===== config.mk =====
export PLATFORM = sky130hd
export DESIGN_NAME = lts_sequencer
export DESIGN_NICKNAME = d
export VERILOG_FILES = /design/src/rtl/lts_pkg.sv /design/src/rtl/lts_counter.sv /design/src/rtl/lts_pattern.sv /design/src/rtl/lts_sequencer.sv
export SDC_FILE = /design/constraint.sdc
export NUM_CORES = 1
export LEC_CHECK = 0
export ABC_AREA = 1
export BUFFER_PORTS_ARGS = -buffer_cell sky130_fd_sc_hd__buf_4
export CAP_MARGIN = 10
export CORE_ASPECT_RATIO = 1.5
export CORE_MARGIN = 2
export CORE_UTILIZATION = 57
export DETAILED_ROUTE_END_ITERATION = 8
export PLACE_DENSITY = 0.85
export REMOVE_ABC_BUFFERS = 1
export SETUP_SLACK_MARGIN = 0.15
export SYNTH_ARGS = -nofsm -noshare
export SYNTH_HDL_FRONTEND = slang
export SYNTH_SLANG_ARGS = --single-unit

===== constraint.sdc =====
create_clock -name clk -period 4.9 [get_ports clk]
set_clock_uncertainty 0.1 [all_clocks]
set_input_delay 0.49 -clock clk [delete_from_list [all_inputs] [get_ports clk]]
set_output_delay 0.49 -clock clk [all_outputs]
set_load 0.005 [all_outputs]

===== src/rtl/lts_pkg.sv =====
package lts_pkg;

   localparam int LTS_LANES  = 4;
   localparam int LTS_WORD_W = 8 * LTS_LANES;
   localparam logic [7:0] LTS_COMMA = 8'hBC;

   typedef enum logic [2:0] {
      ST_IDLE = 3'd0,
      ST_EQ   = 3'd1,
      ST_TS1  = 3'd2,
      ST_TS2  = 3'd3,
      ST_LOOP = 3'd4
   } lts_stage_e;

   function automatic logic [LTS_WORD_W-1:0] lts_word(
      input lts_stage_e st,
      input logic [2:0] idx,
      input logic       lb,
      input logic       hr);
      logic [LTS_WORD_W-1:0] w;
      w = '0;
      unique case (st)
         ST_EQ: begin
            unique case (idx)
               3'd0:    w = 32'hBCFF_17C0;
               3'd1:    w = 32'h14B2_E702;
               3'd2:    w = 32'h8272_6E28;
               3'd3:    w = 32'hA6BE_6DBF;
               default: w = 32'h4A4A_4A4A;
            endcase
         end
         ST_TS1: begin
            unique case (idx)
               3'd0:    w = 32'hBCBC_BCBC;
               3'd1:    w = 32'h0000_4A4A;
               default: w = 32'h4A4A_4A4A;
            endcase
         end
         ST_TS2: begin
            unique case (idx)
               3'd0:    w = 32'hBCBC_BCBC;
               3'd1:    w = {8'h00, 5'b00000, lb, 1'b0, hr, 16'h4545};
               default: w = 32'h4545_4545;
            endcase
         end
         default: w = '0;
      endcase
      return w;
   endfunction

endpackage


===== src/rtl/lts_counter.sv =====
module lts_counter #(
   parameter int W = 3
) (
   input  logic         clk,
   input  logic         rst,
   input  logic         inc,
   input  logic [W-1:0] limit,
   output logic [W-1:0] cnt,
   output logic         last
);

   generate
      if (W < 1 || W > 32) begin : g_bad_width
         $error("lts_counter: W out of range");
      end
   endgenerate

   logic [W-1:0] cnt_q;

   always_ff @(posedge clk) begin
      if (rst)
         cnt_q <= '0;
      else if (inc)
         cnt_q <= (cnt_q == limit) ? '0 : cnt_q + 1'b1;
   end

   assign cnt  = cnt_q;
   assign last = (cnt_q == limit);

   // position never passes its wrap point
   a_r7_count_bound: assert property (@(posedge clk) disable iff (rst)
      cnt_q <= limit);

   // position moves only on an accepted word
   a_r7_count_hold: assert property (@(posedge clk) disable iff (rst)
      !inc |=> $stable(cnt_q));

endmodule


===== src/rtl/lts_pattern.sv =====
module lts_pattern
   import lts_pkg::*;
#(
   parameter int LANES = LTS_LANES
) (
   input  lts_stage_e         st,
   input  logic               active,
   input  logic [2:0]         idx,
   input  logic               lb,
   input  logic               hr,
   output logic [8*LANES-1:0] data,
   output logic [LANES-1:0]   kflag
);

   generate
      if (LANES != LTS_LANES) begin : g_bad_lanes
         $error("lts_pattern: training words are defined for four lanes");
      end
   endgenerate

   assign data = active ? lts_word(st, idx, lb, hr) : '0;

   genvar ln;
   generate
      for (ln = 0; ln < LANES; ln++) begin : g_lane
         assign kflag[ln] = active && (data[8*ln +: 8] == LTS_COMMA);
      end
   endgenerate

endmodule


===== src/rtl/lts_sequencer.sv =====
module lts_sequencer
   import lts_pkg::*;
#(
   parameter int EQ_REPEATS  = 65536,
   parameter int TS1_REPEATS = 256,
   parameter int TS2_REPEATS = 256
) (
   input  logic        clk,
   input  logic        rst,
   input  logic        start,
   input  logic        loopback_req,
   input  logic        hot_reset_req,
   input  logic        tx_ready,
   output logic        tx_valid,
   output logic [31:0] tx_data,
   output logic [3:0]  tx_kflag,
   output logic [2:0]  stage,
   output logic        loopback_reached
);

   localparam int MAX_A  = (EQ_REPEATS > TS1_REPEATS) ? EQ_REPEATS : TS1_REPEATS;
   localparam int MAXR   = (MAX_A > TS2_REPEATS) ? MAX_A : TS2_REPEATS;
   localparam int RW     = (MAXR > 1) ? $clog2(MAXR) : 1;
   localparam int WW     = 3;
   localparam logic [WW-1:0] EQ_LAST_W = WW'(7);
   localparam logic [WW-1:0] TS_LAST_W = WW'(3);

   generate
      if (EQ_REPEATS < 1 || TS1_REPEATS < 1 || TS2_REPEATS < 1) begin : g_bad_reps
         $error("lts_sequencer: every repeat count must be at least one");
      end
      if (RW > 32) begin : g_bad_rw
         $error("lts_sequencer: repeat counts too large");
      end
   endgenerate

   lts_stage_e   stage_q, stage_d;
   logic         lb_q, hr_q;
   logic [WW-1:0] word_limit, word_idx;
   logic [RW-1:0] rep_limit, rep_idx;
   logic         word_last, rep_last;
   logic         active, accept, set_done, stage_done;

   assign active     = (stage_q == ST_EQ) || (stage_q == ST_TS1) || (stage_q == ST_TS2);
   assign accept     = active && tx_ready;
   assign set_done   = accept && word_last;
   assign stage_done = set_done && rep_last;
   assign word_limit = (stage_q == ST_EQ) ? EQ_LAST_W : TS_LAST_W;

   always_comb begin
      unique case (stage_q)
         ST_EQ:   rep_limit = RW'(EQ_REPEATS - 1);
         ST_TS1:  rep_limit = RW'(TS1_REPEATS - 1);
         ST_TS2:  rep_limit = RW'(TS2_REPEATS - 1);
         default: rep_limit = '0;
      endcase
   end

   lts_counter #(.W(WW)) u_word (
      .clk   (clk),
      .rst   (rst),
      .inc   (accept),
      .limit (word_limit),
      .cnt   (word_idx),
      .last  (word_last)
   );

   lts_counter #(.W(RW)) u_rep (
      .clk   (clk),
      .rst   (rst),
      .inc   (set_done),
      .limit (rep_limit),
      .cnt   (rep_idx),
      .last  (rep_last)
   );

   always_comb begin
      stage_d = stage_q;
      unique case (stage_q)
         ST_IDLE: if (start)      stage_d = ST_EQ;
         ST_EQ:   if (stage_done) stage_d = ST_TS1;
         ST_TS1:  if (stage_done) stage_d = ST_TS2;
         ST_TS2:  if (stage_done) stage_d = ST_LOOP;
         default: stage_d = stage_q;
      endcase
   end

   always_ff @(posedge clk) begin
      if (rst) begin
         stage_q <= ST_IDLE;
         lb_q    <= 1'b0;
         hr_q    <= 1'b0;
      end else begin
         stage_q <= stage_d;
         if (stage_q == ST_IDLE && start) begin
            lb_q <= loopback_req;
            hr_q <= hot_reset_req;
         end
      end
   end

   lts_pattern #(.LANES(LTS_LANES)) u_pat (
      .st     (stage_q),
      .active (active),
      .idx    (word_idx),
      .lb     (lb_q),
      .hr     (hr_q),
      .data   (tx_data),
      .kflag  (tx_kflag)
   );

   assign tx_valid         = active;
   assign stage            = stage_q;
   assign loopback_reached = (stage_q == ST_LOOP);

   // stage codes only step forward by one
   a_r8_stage_order: assert property (@(posedge clk) disable iff (rst)
      (stage != $past(stage)) |-> (stage == 3'($past(stage) + 3'd1)));

   // a stalled word is held unchanged
   a_r7_stall_hold: assert property (@(posedge clk) disable iff (rst)
      (tx_valid && !tx_ready) |=> (tx_valid && $stable(tx_data) && $stable(stage)));

   // lane flags only take comma patterns the words can produce
   a_r6_kflag_shape: assert property (@(posedge clk) disable iff (rst)
      tx_valid |-> (tx_kflag == 4'h0 || tx_kflag == 4'h8 || tx_kflag == 4'hF));

   a_r6_kflag_quiet: assert property (@(posedge clk) disable iff (rst)
      !tx_valid |-> (tx_kflag == 4'h0));

   // terminal state is sticky and silent
   a_r9_sticky: assert property (@(posedge clk) disable iff (rst)
      loopback_reached |=> loopback_reached);

   a_r9_silent: assert property (@(posedge clk) disable iff (rst)
      loopback_reached |-> !tx_valid);

   // idle offers nothing
   a_r1_idle_quiet: assert property (@(posedge clk) disable iff (rst)
      (stage == 3'd0) |-> (!tx_valid && !loopback_reached));

   // leaving idle needs a start pulse
   a_r2_start_needed: assert property (@(posedge clk) disable iff (rst)
      ($past(stage) == 3'd0 && stage == 3'd1) |-> $past(start));

endmodule


-- Word-level counts from Yosys, hierarchy flattened
Index checks and enable logic that the tools add are counted.
- word-level logic and storage cells: 53
- register bits: 24
- output and inout port bits: 41
- input bits: 6
- add/subtract/negate cells: 2
- eq/ne operators: 17
- mux-type cells: 14
- reduce and logical (&&, ||, !) cells: 15
- operators by type and width (kind ; number):
    $pmux W32 S2 ; 2
    $pmux W32 S4 ; 1
    $pmux W32 S3 ; 1
    $eq A8 B8 Y1 const B ; 4
    $mux W32 ; 1
    $pmux W16 S2 ; 1
    $mux W3 ; 6
    $add A16 B1 Y16 const B ; 1
    $eq A16 B16 Y1 ; 1
    $mux W16 ; 1
    $eq A3 B2 Y1 const B ; 4
    $pmux W3 S4 ; 1
    $logic_and A1 B1 Y1 ; 8
    $ne A2 B2 Y1 const B ; 4
    $eq A3 B1 Y1 const B ; 2
    $logic_not A3 Y1 ; 2
    $reduce_and A5 Y1 ; 1
    $reduce_bool A4 Y1 ; 1
    $add A3 B1 Y3 const B ; 1
    $eq A3 B3 Y1 ; 1
    $eq A3 B3 Y1 const B ; 1
    $logic_or A1 B1 Y1 ; 2
    $reduce_or A2 Y1 ; 1

-- Depth between registers and ports, before layout
- depth in word-level cells: 8
- gate-level depth with buffers: 10
- depth with buffers taken out: 10

-- Cells and area by module
From an unflattened synthesis, not the netlist that was laid out.
- cell total of the unflattened synthesis: 390
- area total of the unflattened synthesis: 2178.3 µm²
- by module, submodules not included (module ; area an instance (µm²) ; cells each ; seq. area each (µm²) ; times used):
    lts_counter at u_rep ; 1109.8 ; 197 ; 320.3 ; 1
    lts_pattern ; 580.6 ; 120 ; 0.0 ; 1
    lts_sequencer ; 299.0 ; 46 ; 100.1 ; 1
    lts_counter at u_word ; 188.9 ; 27 ; 60.1 ; 1

-- Worst setup path after synthesis
OpenSTA, ideal clock, no wires.
- path kind: flip-flop to output port
- start point: reg u_word.cnt_q[0] (netlist: u_word.cnt[0])
- end point: out tx_data[21]
- slack: 2.773 ns
- cell stages (with the launch flop): 10
- data required time: 4.310 ns
- buffers on the path: 1
- data arrival time: 1.537 ns
- cell sequence: dfxtp_1 inv_1 ha_1 inv_1 nor2_1 nor2_1 nand2_1 inv_1 o21ai_0 buf_4
- word-level cells in the longest chain between the ends: 4
- elaborated cells between the ends (all ways): 9
- classes of those cells: 3 x eq/ne; 5 x mux; 1 x reduce/logical
- RTL lines (what ; RTL line ; RTL):
    start: declaration ; lts_counter.sv:18 ; logic [W-1:0] cnt_q;
    start signal: assignment ; lts_counter.sv:24 ; cnt_q <= (cnt_q == limit) ? '0 : cnt_q + 1'b1;
    $eq A3 B2 Y1 (tied with other cells) ; lts_pkg.sv:24 ; unique case (idx)
    $pmux W32 S4 (tied with other cells) ; lts_pkg.sv:24 ;
    $pmux W32 S3 * ; lts_pkg.sv:22 ; unique case (st)
    $mux W32 * ; lts_pattern.sv:21 ; assign data = active ? lts_word(st, idx, lb, hr) : '0;
    end: declaration ; lts_sequencer.sv:15 ; output logic [31:0] tx_data,
Every way passes the cells marked *; elsewhere a longest branch is shown, timed or not.

-- Worst setup path in the final report
- start point: reg u_word.cnt_q[0] (netlist: u_word.cnt[0])
- end point: out tx_data[9]
- word-level cells in the longest chain between the ends: 4
- elaborated cells between the ends (all ways): 8
- classes of those cells: 3 x eq/ne; 4 x mux; 1 x reduce/logical
- RTL lines (what ; RTL line):
    $eq A3 B2 Y1 (tied with other cells) ; lts_pkg.sv:24
    $pmux W32 S4 / $pmux W32 S2 (equally long branches) ; lts_pkg.sv:24, lts_pkg.sv:33
    $pmux W32 S3 * ; lts_pkg.sv:22
    $mux W32 * ; lts_pattern.sv:21
Marked as above.

==> impl_metrics.yaml <==
outcome:
  outcome: "finished clean"
global_route:
  grt_antenna_before_repair: 0
  gr-total-overflow: 0
  grt_pass1_vias: 1813
  grt_max_degree: 19
  grt_pass1_wl_mm: 7.810
  grtUsageTotal_pct: 27.87
power_and_ir_drop:
  power_uw: 537.0
  ir_worst_vdd_mv: 0.2339
  power.density_nw_per_um2: 245.4
  power.leakage_nw: 1.130
floorplan:
  fp.dieW_um: 49.60
  coreArea_um2: 2943
  start_util_pct: 60.42
  die_h_um: 72.40
  die-area_um2: 3591
  pin_count: 47
  rows: 24
sta:
  tightestPinTransition_ns: 0.6677
  rsz0062_at_grt: "no"
  slew_viol_final: 0
  finalSetupViolCount: 0
  fin_ws_ns: 2.210
  max_freq_mhz: 371.7
  min_period_over_period_pct: 54.90
  slew_headroom_pct: 55.02
  hold_violations: 0
  setup_tns_ns: 0
  fin_crit_ns: 2.690
place:
  place_congestion: 0.9638
  preCtsSetupSlack_ns: 2.522
  placed_area_um2: 2133
  io_buffers: 46
  hpwl_mm: 3.915
synth:
  syn-cell-area_um2: 1778
  yosysTopAreaCellShare_pct: 27.02
  yosysWarnings: 0
  yosys.area.top_type: "dfxtp_1"
  netlist_instances: 285
  synth.distinct_cells: 32
  ys_ff_latch: 24
  synth_area_leaders: "dfxtp_1, nand2_1, nor2_1, nand3_1, inv_1"
  synth-seq-area-share_pct: 27.02
  synth_area_per_cell_um2: 6.238
clocking:
  cts.clk_slew.worst_paths_ns: 0.08
  clkLatencyLatePin_ns: 0.27
  cts-resized-gates: 0
  cts_root_buf: "clkbuf_8"
  cts_hold_buf: 0
  clockBufferDepth: 2
  cts.sinks: 24
  numCtsBuffers: 3
  cts_tree: "built"
  post-cts-setup-buffers: 0
  htree_num_levels: 1
setup_path:
  crit_type: "register to output pin"
  crit_path_start_kind: "register"
  timing.critical_path.mode_cell: "inv_1"
  worst-r2r-setup-slack_ns: 2.94
  cp_cell_sequence: "inv_1, ha_1, inv_1, nor2_1, nor2_1, nand2_1, inv_1, o31ai_1, nand3_1, buf_4"
  cp.required_ns: 4.31
  cp.arrival_ns: 2.10
  cpPeakStageDelay_ns: 0.33
  cp_max_fo: 8
  worst_path_max_delay_cell: "dfxtp_1"
  end_kind: "output pin"
finish:
  final_common_cell: "nand2_1"
  layout_common_cells: "nand2_1, buf_4, nor2_1, inv_1, nand3_1"
  area_growth_pct: 23.08
  fin_nets: 342
  postLayoutCoreUtil_pct: 74.36
  fillers: 277
  drive_above_1_share_pct: 21.58
  stdcell_area_um2: 2188
  insertedDiodeCount: 0
routing:
  via_per_inst: 5.264
  drt-total-wl_mm: 4.801
  ant_nets: 0
  num_vias: 1937
  first_pass_iters: 4
  remaining_drc_errors: 0
  drtIter0Drc: 39
  wl_per_cell_um: 13.05
worst_hold_path:
  min_path_type: "input pin to register"
job:
  cap_violations: 0
==> worst paths after layout <==
path,cells after the start,from,to
worst min register to register,2,lb_q,lb_q
worst max-delay path,10,u_word.cnt[0],tx_data[9]
worst max register to register,10,stage[0],u_rep.cnt[9]
worst min-delay path,2,rst,stage[0]
==> flip-flops by register name, indices dropped and copies added, names as in the netlist <==
name        cells
u_rep.cnt      16
stage           3
lb_q            1
u_word.cnt      3
hr_q            1
==> final cells by class <==
type,instances,area [um2],area share [%]
sequential,24,480.5,21.96
clock buffer,4,55.05,2.516
inverter,38,142.6,6.518
tap,39,48.80,2.230
multi-input combinational,217,1116,51.00
timing repair buffer,46,345.3,15.78
==> layer usage <==
metal	track usage [%]	up-vias	share of wire (%)
met5	0	-	0
met4	19.44	0	3.8
met3	3.292	16	5.4
met2	54.22	70	55
met1	26.23	846	36
li1	-	1005	-
==> power by group <==
part / total [mW] / switching [mW] / internal (mW)
sequential: 0.206 / 0.00556 / 0.200
clock: 0.134 / 0.0627 / 0.0718
combinational: 0.197 / 0.106 / 0.0905
total: 0.537 / 0.174 / 0.363
==> per-stage QoR <==
stage	instances	hold slack, ns
finish	368	0.3632
global route	368	0.3608
CTS	368	0.3628
detailed placement	364	0.3831
global placement	364	0.3716
floorplan	279	0.3495
==> cell usage after synthesis <==
| library cell | number |
|---|---|
| nor2_8 | 1 |
| a21oi_1 | 15 |
| nand3_2 | 1 |
| ha_1 | 6 |
| nor3_1 | 7 |
| nor2_1 | 45 |
| inv_2 | 5 |
| buf_2 | 1 |
| a31o_2 | 1 |
| nand2_1 | 68 |
| o31ai_1 | 2 |
| or2_2 | 2 |
| nor4_1 | 1 |
| nand4_1 | 5 |
| buf_4 | 4 |
| nand3_1 | 25 |
| nand3_4 | 2 |
| nand2_4 | 2 |
| nand3b_1 | 2 |
| nor3_4 | 1 |
| xor2_1 | 2 |
| xnor2_1 | 1 |
| nand2_2 | 4 |
| and2_1 | 1 |
| o21ai_0 | 15 |
| nor2_2 | 1 |
| inv_1 | 33 |
| o21ai_1 | 2 |
| dfxtp_1 | 24 |
| nor3_2 | 1 |
| clkbuf_1 | 1 |
| nor3b_1 | 4 |
==> critical path, delay by kind of cell, from the launching register on <==
family	cells	cell delay (ns)
flops	1	0.33
fa+ha+maj	1	0.15
buf+inv	4	0.37
compound gates	1	0.26
simple gates	4	0.72
==> kinds of logic (layout without fill, tap and decap cells) <==
kind of cell,count (synthesis),count (layout),synth area share (%)
and+or+nand+nor,173,173,46.73
buffers and inverters,44,88,10.20
adders and majority gates,6,6,4.222
xor gates and xnor gates,3,3,1.478
AOI/OAI and AO/OA,35,35,10.34
DFF,24,24,27.02
Power figures use the tool's default switching activity.
